[src/rtl/mmx_pkg.sv]
package mmx_pkg;
   typedef enum logic {DIR_MAX = 1'b0, DIR_MIN = 1'b1} mmx_dir_e;
endpackage

[src/rtl/mmx_lane_cmp.sv]
module mmx_lane_cmp #(
   parameter int SW = 16,
   parameter int IW = 16,
   parameter mmx_pkg::mmx_dir_e DIR = mmx_pkg::DIR_MAX
) (
   input  logic signed [SW-1:0] best_val_i,
   input  logic        [IW-1:0] best_idx_i,
   input  logic signed [SW-1:0] smp_i,
   input  logic        [IW-1:0] smp_idx_i,
   output logic signed [SW-1:0] best_val_o,
   output logic        [IW-1:0] best_idx_o
);
   logic take;

   generate
      if (DIR == mmx_pkg::DIR_MAX) begin : g_max
         assign take = (smp_i > best_val_i);
      end else begin : g_min
         assign take = (smp_i < best_val_i);
      end
   endgenerate

   assign best_val_o = take ? smp_i     : best_val_i;
   assign best_idx_o = take ? smp_idx_i : best_idx_i;
endmodule

[src/rtl/mmx_chain.sv]
module mmx_chain #(
   parameter int SW    = 16,
   parameter int IW    = 16,
   parameter int LANES = 2,
   parameter mmx_pkg::mmx_dir_e DIR = mmx_pkg::DIR_MAX
) (
   input  logic        [LANES*SW-1:0] word_i,
   input  logic        [IW-1:0]       base_idx_i,
   input  logic signed [SW-1:0]       best_val_i,
   input  logic        [IW-1:0]       best_idx_i,
   output logic signed [SW-1:0]       best_val_o,
   output logic        [IW-1:0]       best_idx_o
);
   logic signed [SW-1:0] val_c [LANES+1];
   logic        [IW-1:0] idx_c [LANES+1];

   assign val_c[0] = best_val_i;
   assign idx_c[0] = best_idx_i;

   generate
      for (genvar k = 0; k < LANES; k++) begin : g_lane
         logic signed [SW-1:0] smp;
         logic        [IW-1:0] sidx;
         assign smp  = word_i[(LANES-1-k)*SW +: SW];
         assign sidx = base_idx_i + IW'(k);
         mmx_lane_cmp #(.SW(SW), .IW(IW), .DIR(DIR)) u_cmp (
            .best_val_i (val_c[k]),
            .best_idx_i (idx_c[k]),
            .smp_i      (smp),
            .smp_idx_i  (sidx),
            .best_val_o (val_c[k+1]),
            .best_idx_o (idx_c[k+1])
         );
      end
   endgenerate

   assign best_val_o = val_c[LANES];
   assign best_idx_o = idx_c[LANES];
endmodule

[src/rtl/mmx_idx_ctr.sv]
module mmx_idx_ctr #(
   parameter int IW    = 16,
   parameter int LANES = 2
) (
   input  logic          clk_i,
   input  logic          rst_ni,
   input  logic          clr_i,
   input  logic          adv_i,
   output logic [IW-1:0] cnt_o
);
   localparam logic [IW-1:0] STEP = IW'(LANES);

   always_ff @(posedge clk_i) begin
      if (!rst_ni || clr_i) cnt_o <= '0;
      else if (adv_i)       cnt_o <= cnt_o + STEP;
   end
endmodule

[src/rtl/mmx_tracker.sv]
module mmx_tracker #(
   parameter int SAMPLE_W = 16,
   parameter int IDX_W    = 16,
   parameter int LANES    = 2
) (
   input  logic                        clk_i,
   input  logic                        rst_ni,
   input  logic                        clr_i,
   input  logic                        vld_i,
   input  logic [LANES*SAMPLE_W-1:0]   word_i,
   output logic [SAMPLE_W+IDX_W-1:0]   max_o,
   output logic [SAMPLE_W+IDX_W-1:0]   min_o,
   output logic [IDX_W-1:0]            idx_o
);
   localparam logic signed [SAMPLE_W-1:0] NEG_LIM = {1'b1, {(SAMPLE_W-1){1'b0}}};
   localparam logic signed [SAMPLE_W-1:0] POS_LIM = {1'b0, {(SAMPLE_W-1){1'b1}}};

   generate
      if (SAMPLE_W < 2) begin : g_bad_sw
         $error("mmx_tracker: SAMPLE_W must be at least 2");
      end
      if (LANES < 1) begin : g_bad_lanes
         $error("mmx_tracker: LANES must be at least 1");
      end
      if ((1 << IDX_W) < LANES) begin : g_bad_iw
         $error("mmx_tracker: IDX_W too narrow for LANES");
      end
   endgenerate

   logic signed [SAMPLE_W-1:0] max_val_q, min_val_q, max_val_d, min_val_d;
   logic        [IDX_W-1:0]    max_idx_q, min_idx_q, max_idx_d, min_idx_d;
   logic        [IDX_W-1:0]    cnt;
   logic                       accept;

   assign accept = vld_i && !clr_i;

   mmx_idx_ctr #(.IW(IDX_W), .LANES(LANES)) u_ctr (
      .clk_i  (clk_i),
      .rst_ni (rst_ni),
      .clr_i  (clr_i),
      .adv_i  (accept),
      .cnt_o  (cnt)
   );

   mmx_chain #(.SW(SAMPLE_W), .IW(IDX_W), .LANES(LANES), .DIR(mmx_pkg::DIR_MAX)) u_max (
      .word_i     (word_i),
      .base_idx_i (cnt),
      .best_val_i (max_val_q),
      .best_idx_i (max_idx_q),
      .best_val_o (max_val_d),
      .best_idx_o (max_idx_d)
   );

   mmx_chain #(.SW(SAMPLE_W), .IW(IDX_W), .LANES(LANES), .DIR(mmx_pkg::DIR_MIN)) u_min (
      .word_i     (word_i),
      .base_idx_i (cnt),
      .best_val_i (min_val_q),
      .best_idx_i (min_idx_q),
      .best_val_o (min_val_d),
      .best_idx_o (min_idx_d)
   );

   always_ff @(posedge clk_i) begin
      if (!rst_ni || clr_i) begin
         max_val_q <= NEG_LIM;
         max_idx_q <= '0;
         min_val_q <= POS_LIM;
         min_idx_q <= '0;
      end else if (accept) begin
         max_val_q <= max_val_d;
         max_idx_q <= max_idx_d;
         min_val_q <= min_val_d;
         min_idx_q <= min_idx_d;
      end
   end

   assign max_o = {max_val_q, max_idx_q};
   assign min_o = {min_val_q, min_idx_q};
   assign idx_o = cnt;
endmodule

[config.mk]
export PLATFORM = sky130hd
export DESIGN_NAME = mmx_tracker
export DESIGN_NICKNAME = d
export VERILOG_FILES = /design/src/rtl/mmx_pkg.sv /design/src/rtl/mmx_lane_cmp.sv /design/src/rtl/mmx_chain.sv /design/src/rtl/mmx_idx_ctr.sv /design/src/rtl/mmx_tracker.sv
export SDC_FILE = /design/constraint.sdc
export NUM_CORES = 1
export LEC_CHECK = 0
export CELL_PAD_IN_SITES_DETAIL_PLACEMENT = 0
export CELL_PAD_IN_SITES_GLOBAL_PLACEMENT = 1
export CORE_ASPECT_RATIO = 1.5
export CORE_MARGIN = 2
export CORE_UTILIZATION = 30
export DETAILED_ROUTE_END_ITERATION = 16
export GPL_TIMING_DRIVEN = 0
export PLACE_DENSITY = 0.7
export RECOVER_POWER = 100
export SYNTH_ARGS = -nofsm -noshare
export SYNTH_HDL_FRONTEND = slang
export SYNTH_SLANG_ARGS = --single-unit
[constraint.sdc]
create_clock -name clk_i -period 13.2 [get_ports clk_i]
set_input_delay 2.64 -clock clk_i [delete_from_list [all_inputs] [get_ports clk_i]]
set_output_delay 2.64 -clock clk_i [all_outputs]
set_load 0.03 [all_outputs]
* Word level (Yosys, flattened, before mapping)
Index checks and enable logic that the tools add are counted.
** Cells by class
- Multiplexer cells :: 8
- Add/subtract/negate cells :: 2
- Reduce and logical (&&, ||, !) cells :: 8
- $lt $le $gt $ge :: 4
** Operators by type and width (count)
- $mux 16 :: 8
- $gt 16x16->1 :: 2
- $lt 16x16->1 :: 2
- $add 16x1->16 const B :: 1
- $add 16x2->16 const B :: 1
- $reduce_and 2->1 :: 2
- $reduce_bool 2->1 :: 2
- $logic_not 1->1 :: 2
- $logic_and 1x1->1 :: 1
- $logic_or 1x1->1 :: 1
** Word-level totals
- Flip-flop bits (word level) :: 80
- Word-level logic and storage cells :: 27
- Input bits :: 36
- Output and inout bits :: 80

* Depth between registers and ports, before layout
Gate-level depths: netlist (run 1).
- Depth in word-level cells :: 5
- Depth in mapped cells :: 20

* Modules after synthesis
A second synthesis (run 1) with hierarchy kept.
** Second synthesis, totals
- Cell total of the unflattened synthesis :: 1158
- Area total of the unflattened synthesis :: 9437.8 um2
** Modules (own cells, without submodules)
- mmx_lane_cmp at u_min.g_lane[0].u_cmp ... :: area each 1883.1 um2, cells each 297, sequential area each 0.0 um2, times used 2
- mmx_tracker :: area each 2317.2 um2, cells each 209, sequential area each 1281.2 um2, times used 1
- mmx_lane_cmp at u_max.g_lane[0].u_cmp ... :: area each 1011.0 um2, cells each 94, sequential area each 0.0 um2, times used 2
- mmx_idx_ctr :: area each 737.0 um2, cells each 81, sequential area each 300.3 um2, times used 1
- mmx_chain :: area each 297.8 um2, cells each 43, sequential area each 0.0 um2, times used 2

* Least setup slack after synthesis (run 1)
No wires, ideal clock.
- Path type :: input port to flip-flop
- Start :: in word_i[28]
- End :: reg max_val_q[10]
- Library setup time :: 119 ps
- Buffers on the path :: 3
- Arrival time :: 5973 ps
- Data required time :: 13081 ps
- Stages on the path :: 18
- Path slack :: 7108 ps
- Cell sequence :: ha_1 -> and4_1 -> nand3_1 -> nor2_1 -> a221oi_1 -> a311oi_1 -> buf_2 -> buf_2 -> mux2i_1 -> ha_1 -> o21a_1 -> o21a_1 -> o21ai_0 -> o2111ai_1 -> nand2_1 -> nand3_1 -> clkbuf_1 -> o221a_2
** On the way
- Longest elaborated chain between the ends :: 4
** RTL lines
- from (decl) :: line mmx_tracker.sv:10 : input logic [LANES*SAMPLE_W-1:0] word_i,
- $gt 16x16->1 :: line mmx_lane_cmp.sv:17 : assign take = (smp_i > best_val_i);
- $mux 16 (*) :: line mmx_lane_cmp.sv:23 : assign best_val_o = take ? smp_i : best_val_i;
- $gt 16x16->1 :: line mmx_lane_cmp.sv:17
- $mux 16 (*) :: line mmx_lane_cmp.sv:23
- to (signal assigned) :: line mmx_tracker.sv:70 : max_val_q <= max_val_d;
- to (decl) :: line mmx_tracker.sv:30 : logic signed [SAMPLE_W-1:0] max_val_q, min_val_q, max_val_d, min_val_d;
Mark *: on every way between the ends. The rest lies on a longest branch, timed or not.
A chain may end at the register's enable or synchronous reset.

* Final worst setup path (run 1)
- Start :: in word_i[17]
- End :: reg min_idx_q[11]
** On the way
- Longest elaborated chain between the ends :: 5
- Elaborated cells between the ends (all ways) :: 6
- Classes of those cells :: order compare: 2; mux: 2; reduce/logical: 2
** RTL lines
- $lt 16x16->1 :: line mmx_lane_cmp.sv:19 : assign take = (smp_i < best_val_i);
- $mux 16 :: line mmx_lane_cmp.sv:23
- $lt 16x16->1 :: line mmx_lane_cmp.sv:19
- $reduce_bool 2->1 (no source line)
- $reduce_and 2->1 (no source line)
- to (signal assigned) :: line mmx_tracker.sv:73 : min_idx_q <= min_idx_d;
- to (decl) :: line mmx_tracker.sv:31 : logic [IDX_W-1:0] max_idx_q, min_idx_q, max_idx_d, min_idx_d;
Parallel ways exist; a longest one is shown, timed or not.

==> results of run 1 <==
[how the worst max path moves through the flow]
stage	startpoint	end	slack [ps]	cells past startpoint
detailed placement	word_i[26]	max_val_q[6]	5410	19
CTS	word_i[26]	max_val_q[6]	5750	19
global placement	word_i[26]	max_val_q[6]	5400	19
floorplan	word_i[28]	max_val_q[10]	7110	18
global route	word_i[17]	min_idx_q[12]	4170	19
finish	word_i[17]	min_idx_q[11]	4680	19
[logic make-up (layout without fill, tap and decap cells)]
family          count (synthesis)  after routing
compound gates                172            172
flops                          79             79
simple gates                  166            166
other cells                     1              2
fa+ha+maj                      63             63
mux                            35             35
buf+inv                        77            206
xor+xnor                        9              9
[through the flow]
| stage | setup WS (ps) | utilization (%) |
|---|---|---|
| floorplan | 7110 | - |
| global placement | 5400 | 39.0 |
| detailed placement | 5410 | 39.0 |
| CTS | 5750 | 41.0 |
| global route | 4170 | 40.5 |
| finish | 4680 | 40.5 |
[per-layer routing]
metal,track usage (%),part of all wire (%),up-vias
met5,0,0,-
met4,12.0,6.1,0
met3,4.95,7.1,43
met2,34.9,48,204
met1,22.0,39,2359
li1,-,-,2469
[cell usage in the layout (no fill, tap or decap), drive strengths merged, types with 7 or more instances in the layout]
cell type	instances
nand4	7
or3	7
buf	8
o21ai	48
dfxtp	79
o211ai	16
nand3	27
clkdlybuf4s50	31
nor2	50
clkbuf	38
nand2	39
o31a	14
mux2i	34
a21oi	42
o221a	15
dlygate4sd3	82
inv	43
o221ai	15
ha	63
[flip-flops by register name, indices dropped and copies added, names as in the netlist]
| name | flops |
|---|---|
| max_idx_q | 16 |
| max_val_q | 16 |
| min_idx_q | 16 |
| min_val_q | 16 |
| u_ctr.cnt_o | 15 |
[cells in the mapped netlist, types with 2 or more instances]
master     n  share of area, %
nand4_1    7              0.85
buf_4      3              0.44
and4_1     3              0.51
o31a_1    14               2.4
o221ai_2  10               2.9
xnor2_1    3              0.51
nand2b_1   6              0.73
clkbuf_1  24               1.7
ha_1      63                15
buf_2      6              0.58
a21o_1     6              0.87
nor2b_1    6              0.73
a21oi_1   41               4.0
dfxtp_1   79                31
nand2_1   39               2.8
inv_1     40               2.9
o211ai_1  16               2.3
o21a_1     2              0.29
and2_1     4              0.48
nor3b_1    2              0.29
nor3_1     6              0.58
o221ai_1   5              0.85
o221a_2   15               3.3
mux2i_1   34               6.6
nand3_1   27               2.6
a21boi_0   2              0.29
xor2_1     6               1.0
nor4b_1    2              0.34
buf_6      3              0.65
o21ai_0   47               4.5
and3_1     6              0.73
nor2_1    50               3.6
or3_1      7              0.85
[critical path: stages]
cell	delay (ps)
dlygate4sd3_1	650
ha_1	330
a2111o_1	380
a31oi_1	260
o41a_1	170
clkbuf_1	320
clkbuf_1	470
nor2_1	80
a21oi_1	190
ha_1	290
a21oi_1	120
a21boi_0	90
o311ai_0	640
and2_0	240
o21ai_0	100
a21oi_1	820
clkbuf_1	600
mux2i_1	270
nor2_1	50
[where the power goes]
| group | switching [uW] | internal [uW] | leakage [uW] | total, uW |
|---|---|---|---|---|
| registers | 5.47 | 246 | 0.000641 | 251 |
| clock network | 113 | 168 | 0.000157 | 281 |
| logic | 131 | 88.4 | 0.00208 | 219 |
[final cells by class]
class,count,area [um^2]
inverters,40,150
diodes,1,2.50
multi-input cells,446,3200
clock buffers,9,225
fillers,1724,10000
repair buffers,113,1130
well taps,210,263
plain buffers,37,165
clock inverters,7,103
flip-flops and latches,79,1580
==> out/metrics.cfg, run 1 <==
[floorplanning]
io_pins=116
placementRows=58
start_util_pct=30.7
die_w_um=111
die_area_um2=18300
core_um2=16800
die_h_um=165

[clocking]
cts_buffers=9
ctsHoldBuffers=0
cts_tree=done
htreeDepth=3
clock-root-buffer=clkbuf_16
postCtsSetupRepairBufs=0
ctsLongestPathBuffers=2
ctsResizeCount=0
clkTransAtPathRegs_ps=70
cts_sinks=79
clkLatencyLatePin_ps=340

[power_and_ir_drop]
p_per_area_nw_per_um2=110
power_uw=751
vdd_drop_max_v=0.0000483
power_leakage_uw=0.00288

[logic_synthesis]
async_flop_share_pct=0
synth-seq-area-share_pct=30.6
synth_compound_area_share_pct=24.2
synth-edff-count=0
post_synth_xor_area_fraction_pct=1.52
ys_seq_elements=79
ys.flop_type=dfxtp_1
synthMuxAreaShare_pct=6.79
synth_top_family_by_area=compound AO/OA/AOI/OAI gates
yosysWarnings=0
syn_area_um2=5170
synth_fp_nets=701
avgSynthCellArea_um2=8.60
synth_cell_types=51
syn_inst=602
synthSimpleGateAreaFrac_pct=15.3
synth_adder_area_share_pct=15.2

[detailed_routing]
drc=0
vias=5075
vias_per_cell=5.39
drt.antenna.violating_nets=0
dr.pass1.iters=5
wl_per_cell_um=19.2
drtIter0Drc=217
wl_um=18100

[sta]
final_hold_viol_count=0
relSlewSlack_pct=32.0
finalCriticalPeriod_ps=8520
period_share_pct=64.5
fmax_mhz=117
rsz0062_at_grt=false
whs_ps=461
fin_tns_setup_ps=0
worst_slew_pin_slew_ps=1020
finClkSkew_ps=10.3
finalMaxSlewViolations=0
setup_violations=0

[setup_path]
criticalPathCategory=primary input to flip-flop
critical_path_arrival_ps=8740
critical_path_required_ps=13420
reg2reg_depth=19
regToRegStartpoint=min_val_q[1]
cp-start-kind=primary input
r2r_slack_ps=7300
worst_setup_path_end_kind=flip-flop
crit_fanout=10
timing.rr.end=min_idx_q[11]

[layout]
drive_gt1_share_pct=5.61
nNetsFinal=825
final_area_um2=6820
fin_cells=942
syn_to_final_growth_pct=31.8

[min_path]
min_path_type=flip-flop to flip-flop
min-delay-start=max_idx_q[13]
hold_end=max_idx_q[13]
holdPathStages=2

[run_status]
status=finished clean

[grt]
gr-total-overflow=0
antenna_found_initial=1
grt_pass1_vias=5270
grt_max_degree=16
grt_pass1_wl_um=28700
track_usage_pct=20.0

[job]
maxCapViolCount=0

[place]
hpwl_um=14300
io_buffers=113
place.gp.congestion=0.887
dpl.cell_count=925
dpl_cell_area_um2=6570

Note: power is estimated with default switching activity, not from simulation.
==> inputs of run 2 (changes only) <==
==> constraint.sdc (replaced) <==
create_clock -name clk_i -period 8 [get_ports clk_i]
set_input_delay 1.6 -clock clk_i [delete_from_list [all_inputs] [get_ports clk_i]]
set_output_delay 1.6 -clock clk_i [all_outputs]
set_load 0.03 [all_outputs]
==> out/metrics.cfg, run 2 (synthesized netlist as in run 1, its figures left out) <==
[detailed_routing]
drtIter0Drc=214
wl_um=18100
vias_per_cell=5.38
drt.antenna.violating_nets=0
vias=5068
dr.pass1.iters=5
drc=0
wl_per_cell_um=19.2

[setup_path]
criticalPathCategory=primary input to flip-flop
critical_path_required_ps=8220
cpMaxStageDelayCell=a21oi_1
critPathBufInv=4
crit_chain=dlygate4sd3_1 > ha_1 > a2111o_1 > a31oi_1 > o41a_1 > buf_4 > clkbuf_1 > nor2_1 > a21oi_1 > ha_1 > a21oi_1 > a21boi_0 > o311ai_0 > and2_0 > o21ai_0 > a21oi_1 > buf_6 > mux2i_1 > nor2_1
worst_setup_path_end_kind=flip-flop
crit_top_cell=a21oi_1
critical_path_arrival_ps=7120
slowest_delay_ps=810
cp-start-kind=primary input
crit_fanout=10
cp_top_family=compound AO/OA/AOI/OAI gates

[sta]
worst_slew_pin_slew_ps=1010
finalMaxSlewViolations=0
period_share_pct=86.2
finalCriticalPeriod_ps=6900
relSlewSlack_pct=32.4
setup_violations=0
fin_tns_setup_ps=0
fmax_mhz=145
final_hold_viol_count=0
rsz0062_at_grt=false
finalWorstSetupSlack_ps=1100
finClkSkew_ps=10.5

[power_and_ir_drop]
power_leakage_uw=0.00289
vdd_drop_max_v=0.0000795
p_per_area_nw_per_um2=182

[clocking]
ctsHoldBuffers=0
clkLatencyLatePin_ps=340
cts_sinks=79
htreeDepth=3
clkTransAtPathRegs_ps=70
ctsLongestPathBuffers=2
ctsResizeCount=0
cts_tree=done
postCtsSetupRepairBufs=0
cts_buffers=9
clock-root-buffer=clkbuf_16

[layout]
syn_to_final_growth_pct=32.1
final_common_cell=dlygate4sd3_1
final_cell_mix=dlygate4sd3_1 (82), dfxtp_1 (79), ha_1 (63), nor2_1 (50), o21ai_0 (48)
finish.utilization_pct=40.6
nFillCells=1720
nNetsFinal=825
drive_gt1_share_pct=6.02

[grt]
track_usage_pct=20.0
gr-total-overflow=0
grt_pass1_vias=5270
grt_max_degree=16
grt_pass1_wl_um=28700
antenna_found_initial=1

[floorplanning]
placementRows=58
die_w_um=111
die_h_um=165
core_um2=16800
die_area_um2=18300
start_util_pct=30.7
io_pins=116

[run_status]
status=finished clean

[place]
place.gp.congestion=0.887
io_buffers=113
pre_cts_slack_ps=1250
hpwl_um=14300

[min_path]
min_path_type=flip-flop to flip-flop

[job]
maxCapViolCount=0

run 2: changes by cell type in the layout (fill, tap and decap cells not counted):
cell	previous run	this run
clkbuf_1	29	26
buf_2	3	4
buf_6	2	3
buf_4	2	3
run 2: metrics by stage:
step / cells / total power, uW / hold slack, ps / instance area [um^2]
floorplan: 602 / 669 / 580 / 5170
finish: 942 / 1240 / 462 / 6840
detailed placement: 925 / 797 / 459 / 6570
CTS: 941 / 1270 / 471 / 6900
global placement: 925 / 791 / 448 / 6570
global route: 942 / 1310 / 484 / 6840
run 2: worst paths after layout:
| path | from | endpoint | slack [ps] | depth (start not counted) |
|---|---|---|---|---|
| setup / recovery | word_i[17] | min_idx_q[12] | 1100 | 19 |
| hold / removal | max_idx_q[13] | max_idx_q[13] | 460 | 2 |
| setup reg to reg | min_val_q[1] | min_idx_q[12] | 2680 | 19 |
| hold reg to reg | max_idx_q[13] | max_idx_q[13] | 460 | 2 |
run 2: cell type report:
cell class / instances / area (um^2) / share of cell area [%]
inverter: 40 / 150 / 2.20
antenna: 1 / 2.50 / 0.0366
clock buffer: 9 / 225 / 3.29
multi-input combinational: 446 / 3200 / 46.8
sequential: 79 / 1580 / 23.1
clock inverter: 7 / 103 / 1.50
timing repair buffer: 113 / 1130 / 16.5
tap: 210 / 263 / 3.84
buffer: 37 / 178 / 2.60
run 2: per-layer routing:
layer,routed length (um),vias to the layer above,track usage (%),part of all wire (%)
li1,-,2465,-,-
met1,7120,2374,22.0,39
met2,8730,188,34.9,48
met3,1160,41,4.95,6.4
met4,1070,0,12.0,5.9
met5,0,-,0,0
run 2: report_power, final:
group / switching (uW) / leakage (uW) / internal (uW)
sequential: 8.98 / 0.000641 / 405
clock: 186 / 0.000157 / 278
combinational: 216 / 0.00209 / 147
total: 411 / 0.00289 / 830
run 2: worst reg2reg max path: cells and delay by family (launching register included):
kind,cells,cell delay (ps)
adders and majority gates,2,570
buffers and inverters,4,940
AOI/OAI and AO/OA,9,2780
and+or+nand+nor,3,370
muxes,1,210
DFF,1,330
